### config.mk
export PLATFORM = sky130hd
export DESIGN_NAME = tlb_assoc
export DESIGN_NICKNAME = d
export VERILOG_FILES = /design/src/rtl/tlb_assoc.sv
export SDC_FILE = /design/constraint.sdc
export NUM_CORES = 1
export LEC_CHECK = 0
export BUFFER_PORTS_ARGS = -buffer_cell sky130_fd_sc_hd__buf_2
export CORE_ASPECT_RATIO = 1.75
export CORE_UTILIZATION = 61
export CTS_CLUSTER_SIZE = 8
export DETAILED_ROUTE_END_ITERATION = 16
export HOLD_SLACK_MARGIN = 0.15
export PLACE_DENSITY = 0.8
export SYNTH_ARGS = -nofsm -noshare
export SYNTH_HDL_FRONTEND = slang
export SYNTH_SLANG_ARGS = --single-unit
### constraint.sdc
create_clock -name clk -period 6.7 [get_ports clk]
set_clock_uncertainty 0.2 [all_clocks]
set_input_delay 0 -clock clk [delete_from_list [all_inputs] [get_ports clk]]
set_output_delay 0 -clock clk [all_outputs]
set_load 0.1 [all_outputs]
### src/rtl/tlb_assoc.sv
module tlb_assoc #(
  parameter int ENTRIES = 8,
  localparam int IDX_W = (ENTRIES > 1) ? $clog2(ENTRIES) : 1
) (
  input  logic        clk,
  input  logic        rst_n,
  input  logic        lk_valid,
  input  logic [31:0] lk_addr,
  input  logic        lk_write,
  input  logic        lk_user,
  output logic        lk_hit,
  output logic        lk_miss,
  output logic        lk_fault,
  output logic [31:0] lk_paddr,
  output logic        lk_dirty,
  output logic        lk_ref,
  input  logic        fill_en,
  input  logic [19:0] fill_page,
  input  logic [19:0] fill_frame,
  input  logic        fill_rw,
  input  logic        fill_us,
  input  logic        flush
);

  logic [19:0]        page_q  [ENTRIES];
  logic [19:0]        frame_q [ENTRIES];
  logic [ENTRIES-1:0] vld_q, dty_q, ref_q, rw_q, us_q;
  logic [IDX_W-1:0]   ptr_q;

  logic             lk_match, fl_match;
  logic [IDX_W-1:0] lk_idx, fl_idx, fl_tgt;

  always_comb begin
    lk_match = 1'b0;
    lk_idx   = '0;
    fl_match = 1'b0;
    fl_idx   = '0;
    for (int i = ENTRIES - 1; i >= 0; i--) begin
      if (vld_q[i] && page_q[i] == lk_addr[31:12]) begin
        lk_match = 1'b1;
        lk_idx   = IDX_W'(i);
      end
      if (vld_q[i] && page_q[i] == fill_page) begin
        fl_match = 1'b1;
        fl_idx   = IDX_W'(i);
      end
    end
  end

  wire denied = (lk_write && !rw_q[lk_idx]) || (lk_user && !us_q[lk_idx]);

  assign lk_fault = lk_valid && lk_match && denied;
  assign lk_hit   = lk_valid && lk_match && !denied;
  assign lk_miss  = lk_valid && !lk_match;
  assign lk_paddr = lk_hit ? {frame_q[lk_idx], lk_addr[11:0]} : 32'h0;
  assign lk_dirty = lk_hit && dty_q[lk_idx];
  assign lk_ref   = lk_hit && ref_q[lk_idx];
  assign fl_tgt   = fl_match ? fl_idx : ptr_q;

  always_ff @(posedge clk) begin
    if (!rst_n || flush) begin
      vld_q <= '0;
      dty_q <= '0;
      ref_q <= '0;
      ptr_q <= '0;
    end else begin
      if (lk_hit) begin
        ref_q[lk_idx] <= 1'b1;
        if (lk_write) dty_q[lk_idx] <= 1'b1;
      end
      if (fill_en) begin
        vld_q[fl_tgt]   <= 1'b1;
        dty_q[fl_tgt]   <= 1'b0;
        ref_q[fl_tgt]   <= 1'b0;
        rw_q[fl_tgt]    <= fill_rw;
        us_q[fl_tgt]    <= fill_us;
        page_q[fl_tgt]  <= fill_page;
        frame_q[fl_tgt] <= fill_frame;
        if (!fl_match)
          ptr_q <= (ptr_q == IDX_W'(ENTRIES - 1)) ? '0 : ptr_q + 1'b1;
      end
    end
  end

  AST_ONE_OUTCOME: assert property (@(posedge clk) disable iff (!rst_n)
    $onehot0({lk_hit, lk_miss, lk_fault}) && (lk_valid || !(lk_hit || lk_miss || lk_fault)));
  AST_OFFSET_PASS: assert property (@(posedge clk) disable iff (!rst_n)
    lk_hit |-> lk_paddr[11:0] == lk_addr[11:0]);
  AST_QUIET_NO_HIT: assert property (@(posedge clk) disable iff (!rst_n)
    !lk_hit |-> (lk_paddr == 32'h0 && !lk_dirty && !lk_ref));
  AST_FLUSH_EMPTY: assert property (@(posedge clk) disable iff (!rst_n)
    flush |=> !(lk_hit || lk_fault));
  AST_FILL_VISIBLE: assert property (@(posedge clk) disable iff (!rst_n)
    (fill_en && !flush) |=> !(lk_valid && lk_addr[31:12] == $past(fill_page)) || !lk_miss);
  AST_WRITE_DIRTY: assert property (@(posedge clk) disable iff (!rst_n)
    (lk_hit && lk_write && !fill_en && !flush) |=> dty_q[$past(lk_idx)] && ref_q[$past(lk_idx)]);

endmodule

==> results of run 1 <==
-- sequential cells by signal (all words and copies together), names as in the netlist --
register	count
rw_q	8
frame_q	160
page_q	160
ref_q	8
dty_q	8
vld_q	8
us_q	8
ptr_q	3
-- power by group through the flow --
stage               clock (mW)  combinational [mW]  sequential [mW]
finish                    2.33               0.333             2.50
detailed placement           0               0.285             2.54
CTS                       2.32               0.321             2.50
floorplan                    0               0.172             2.54
global placement             0               0.282             2.54
global route              2.42               0.346             2.49
-- how the worst max path moves through the flow --
stage | slack [ps] | startpoint | depth (start not counted) | endpoint
floorplan | 870 | page_q[7][7] | 8 | frame_q[1][0]
global placement | 2250 | page_q[4][2] | 12 | lk_ref
detailed placement | 2200 | fill_page[4] | 11 | frame_q[2][0]
CTS | 1600 | page_q[4][2] | 11 | lk_paddr[20]
global route | 860 | page_q[4][2] | 11 | lk_paddr[20]
finish | 930 | page_q[4][6] | 11 | lk_paddr[20]
-- Yosys cell counts (all sizes together) (6+ instances only) --
library cell    n  area share (%)
edfxtp        336              58
xnor2         192             9.7
xor2          125             6.3
nand4          66             2.4
nor4           48             1.7
mux2i          47             2.7
nand2          43            0.93
and3           41             1.5
buf            41             1.7
nor2           36            0.80
nand3          30            0.87
clkbuf         29            0.63
a21oi          27            0.80
dfxtp          27             3.1
o221ai         20             1.0
o22a           20             1.0
o21ai          16            0.46
inv            15            0.33
nor3           10            0.32
a31oi           9            0.33
nor2b           8            0.29
a41oi           7            0.40
and2            7            0.27
or2             7            0.25
o21a            6            0.26
o22ai           6            0.22
-- cells by family after synthesis --
kind of cell | share of synthesized area (%)
DFF | 61.5
buffers and inverters | 2.61
xor gates and xnor gates | 16.1
muxes | 2.72
AOI/OAI and AO/OA | 5.64
and+or+nand+nor | 11.3
adders and majority gates | 0.145
-- worst max-delay path, stage by stage, from the launching register on --
cell	delay, ps
edfxtp_1	430
xor2_1	170
nor4_1	940
nand4_1	560
nor2_1	570
nor2_1	180
nand2_1	800
o22ai_1	210
a221oi_1	300
o21a_1	200
and3_1	190
buf_2	440
-- metal layers --
metal	GRT usage, %	wire (um)	up-vias
li1	-	-	5213
met1	39.1	16700	5951
met2	62.9	26000	754
met3	6.87	4270	222
met4	26.1	3810	0
met5	0	0	-
-- layout make-up --
class,count,area [um^2],share of cell area (%)
multi-input cells,833,6270,30.9
inverters,15,56.3,0.277
flip-flops and latches,363,10600,52.4
well taps,373,467,2.30
repair buffers,209,1470,7.22
clock inverters,3,36.3,0.179
clock buffers,78,1380,6.78
-- through the flow --
step | utilization (%) | worst slack, ps | instance area, um^2
2_1_floorplan | - | 873 | 17300
3_3_place_gp | 65.1 | 2250 | 18100
3_5_place_dp | 65.1 | 2200 | 18100
4_1_cts | 72.9 | 1600 | 20300
5_1_grt | 72.9 | 858 | 20300
6_report | 72.9 | 934 | 20300
==> impl_metrics.toml, run 1 <==
[run_status]
status = "complete, no violations"

[global_routing]
antenna_found_initial = 0
grt_pass1_wl_mm = 75.1
grt_overflow = 0
grt_pass1_vias = 12600
grtUsageTotal_pct = 36.3
grt_max_degree = 44

[sta]
tightest_slew_ps = 1170
setup_viol = 0
period_share_pct = 86.1
finalMaxSlewViolations = 0
relSlewSlack_pct = 21.7
rsz0062_at_grt = "no"
fin_setup_tns_ps = 0
hold_viol = 0
hold_ws_ps = 225
finalCriticalPeriod_ps = 5770
timing.fmax_mhz = 173

[clocking]
post_cts_resized = 0
cts_buffer_depth = 3
postCtsSetupRepairBufs = 0
cts.sinks = 363
clockRootBuffer = "clkbuf_16"
numCtsBuffers = 51
cts_max_level = 2
clk_latency_ps = 570
cts_tree = "done"
path_clk_slew_ps = 50
hold_buffers = 76

[detailed_routing]
avgRoutedWirePerCell_um = 27.1
drtIter0Drc = 1192
drc = 0
antenna_left = 0
via_per_inst = 6.48
wirelength_mm = 50.9
num_vias = 12100
drtPass1Iterations = 7

[place]
dpl.hpwl_mm = 31.7
gp_congestion = 0.901
numPortBuffers = 117
dp_cells = 1717

[logic_synthesis]
async_flop_share_pct = 0
yosys_register_bits = 363
ys_seq_area_share_pct = 61.5
ys_types = 70
synth_area_um2 = 17300
syn_inst = 1281
synth_edf_count = 336
mappedNetlistNets = 1364
syn_avg_cell_area_um2 = 13.5
synth_flop_cell = "edfxtp_1"
yosysWarningCount = 0

[setup_path]
r2r_start = "page_q[4][6]"
reg2reg_to = "dty_q[0]"
start_kind = "flip-flop"
r2r_cells = 12
required_ps = 6500
worstPathArrival_ps = 5570
end_kind = "primary output"
cp_max_fo = 22
reg2reg_slack_ps = 1450
crit_type = "flip-flop to primary output"

[finish]
n_fill_cell = 1802
n_antenna_cell = 0
drive_gt1_share_pct = 14.5
final_common_cell = "edfxtp_1"
area_growth_pct = 17.5
fin_nets = 1556
final_cells = 1874
most-common-layout-cells = "edfxtp_1, xnor2_1, xor2_1"

[die]
dieArea_um2 = 29000
fp.dieH_um = 225
io_pins = 118
core_region_area_um2 = 27900
start_util_pct = 62.0
rows = 81
dieWidth_um = 129

[pwr]
seq_power_share_pct = 48.4
cellLeakagePower_nw = 6.89
netSwitchingFraction_pct = 22.3
p_clk_share_pct = 45.1
net-switching-power_mw = 1.15
p_total_mw = 5.16
power.density_nw_per_um2 = 254
p_int_mw = 4.01
p_comb_share_pct = 6.5
ir_drop_mv = 0.287

[hold_path]
min_to = "dty_q[6]"
hp-class = "input pin to flip-flop"
worstHoldStart = "lk_user"
whs_path_depth = 7

[job]
cap_violations = 0
No activity file was read; power rests on OpenSTA's default activity.
==> run 2, diff against run 1 <==
Settings changed: CTS_CLUSTER_DIAMETER set to 200, RECOVER_POWER set to 25.
==> run 2 against run 1 <==
Effect of this change: the run now ends with capacitance limit, slew limit left; flip-flop and latch count unchanged; utilization down 0.10 points; cell area shrank 0.14%; setup slack worse by 35 ps; combinational power about the same; wire length barely moved; critical path depth unchanged; sequential power about the same; clock power about the same; critical endpoint unchanged; highest routed layer unchanged.
==> impl_metrics.toml, run 2 (synthesis results as in run 1) <==
[run_status]
status = "finished with violations"
failed_checks = "capacitance limit, slew limit"

[detailed_routing]
highest_layer = "met4"
met1_length_mm = 16.8
via_per_inst = 6.45
num_vias = 12100
antenna_left = 0
avgRoutedWirePerCell_um = 27.1
wirelength_mm = 50.8
wl_met3_mm = 4.14
drtPass1Iterations = 8
drc = 0
drtIter0Drc = 1231
route.met2.wl_mm = 26.1

[hold_path]
hp-class = "input pin to flip-flop"

[setup_path]
cp_top_family = "simple AND/OR/NAND/NOR gates"
end_kind = "primary output"
crit_type = "flip-flop to primary output"
cp_max_fo = 22
start_kind = "flip-flop"
crit_chain = "xor2_1 > nor4_1 > nand4_1 > nor2_1 > nor2_1 > nand2_1 > o22ai_1 > a221oi_1 > o21a_1 > and3_1 > buf_2"
crit_path_frequent_cell = "nor2_1"
crit_buf_inv = 1
crit_path_max_incr_delay_ps = 960
required_ps = 6500
slowest_stage = "nor4_1"
worstPathArrival_ps = 5600

[sta]
hold_ws_ps = 221
finalMaxSlewViolations = 17
hold_viol = 0
period_share_pct = 86.6
setup_slack_ps = 899
fin_setup_tns_ps = 0
timing.fmax_mhz = 172
rsz0062_at_grt = "no"
tightest_slew_ps = 1540
relSlewSlack_pct = -2.53
finalCriticalPeriod_ps = 5800
setup_viol = 0

[finish]
final_area_um2 = 20300
area_growth_pct = 17.4
reg_top3 = "frame_q: 160 flops, page_q: 160 flops"
final_common_cell = "edfxtp_1"
most-common-layout-cells = "edfxtp_1, xnor2_1, xor2_1"
n_antenna_cell = 0
fin_nets = 1556
drive_gt1_share_pct = 13.1

[place]
pre_cts_ws_ps = 2200
dpl.hpwl_mm = 31.7
placed_cell_area_um2 = 18100
gp_congestion = 0.901
numPortBuffers = 117

[pwr]
ir_drop_mv = 0.287
power.density_nw_per_um2 = 254
cellLeakagePower_nw = 6.83
p_total_mw = 5.15

[clocking]
cts_tree = "done"
cts_buffer_depth = 3
path_clk_slew_ps = 50
clockRootBuffer = "clkbuf_16"
numCtsBuffers = 51
postCtsSetupRepairBufs = 0
clk_latency_ps = 570
cts_max_level = 2
cts.sinks = 363

[die]
io_pins = 118
dieWidth_um = 129
rows = 81
core_region_area_um2 = 27900
fp.dieH_um = 225
dieArea_um2 = 29000
start_util_pct = 62.0

[global_routing]
grt_overflow = 0
grtUsageTotal_pct = 36.3
antenna_found_initial = 0
grt_pass1_vias = 12600
grt_pass1_wl_mm = 75.1
grt_max_degree = 44

[job]
cap_violations = 1
## run 2: cell count changes in the layout (fill, tap and decap cells not counted), sizes merged
cell,before,now
buf,133,112
clkbuf,78,99
## run 2: worst paths after layout
| kind | startpoint | to | slack, ps | cells past startpoint |
|---|---|---|---|---|
| max reg2reg | page_q[4][6] | dty_q[0] | 1430 | 12 |
| min | lk_user | dty_q[6] | 220 | 7 |
| max | page_q[4][6] | lk_paddr[20] | 900 | 11 |
| min reg2reg | dty_q[5] | dty_q[5] | 280 | 1 |
## run 2: layer usage
metal / global-route usage [%] / vias up
met2: 62.9 / 720
met5: 0 / -
met1: 39.1 / 5945
met4: 26.1 / 0
met3: 6.87 / 214
li1: - / 5202
## run 2: per-stage QoR
step	utilization (%)	cells
2_1_floorplan	-	1281
3_3_place_gp	65.1	1717
3_5_place_dp	65.1	1717
4_1_cts	72.9	1874
5_1_grt	72.7	1874
6_report	72.7	1874
## run 2: worst reg2reg max path: stages (launching register included)
cell and delay (ps):
edfxtp_1 430, xor2_1 170, nor4_1 960, nand4_1 570
o21ai_0 730, and3b_1 260, buf_4 260, a311oi_2 360
a2bb2oi_2 90, buf_4 240, a41oi_1 270, nor2_1 60
dlygate4sd3_1 560
## run 2: report_power, final
part	leakage [nW]	switching, mW	internal [mW]
Clock	0.675	0.931	1.39
Sequential	3.24	0.00600	2.49
Combinational	2.91	0.213	0.120
## run 2: final cells by class
class	instances	area, um^2
sequential	363	10600
fill	1818	7590
multi-input combinational	833	6270
timing repair buffer	209	1440
clock buffer	78	1380
tap	373	467
inverter	15	56.3
clock inverter	3	36.3
## run 2: repair_timing
item | in CTS | in global routing
gates resized for setup | 0 | 0
hold buffers | 76 | 0
endpoints found under the hold margin | 417 | 0
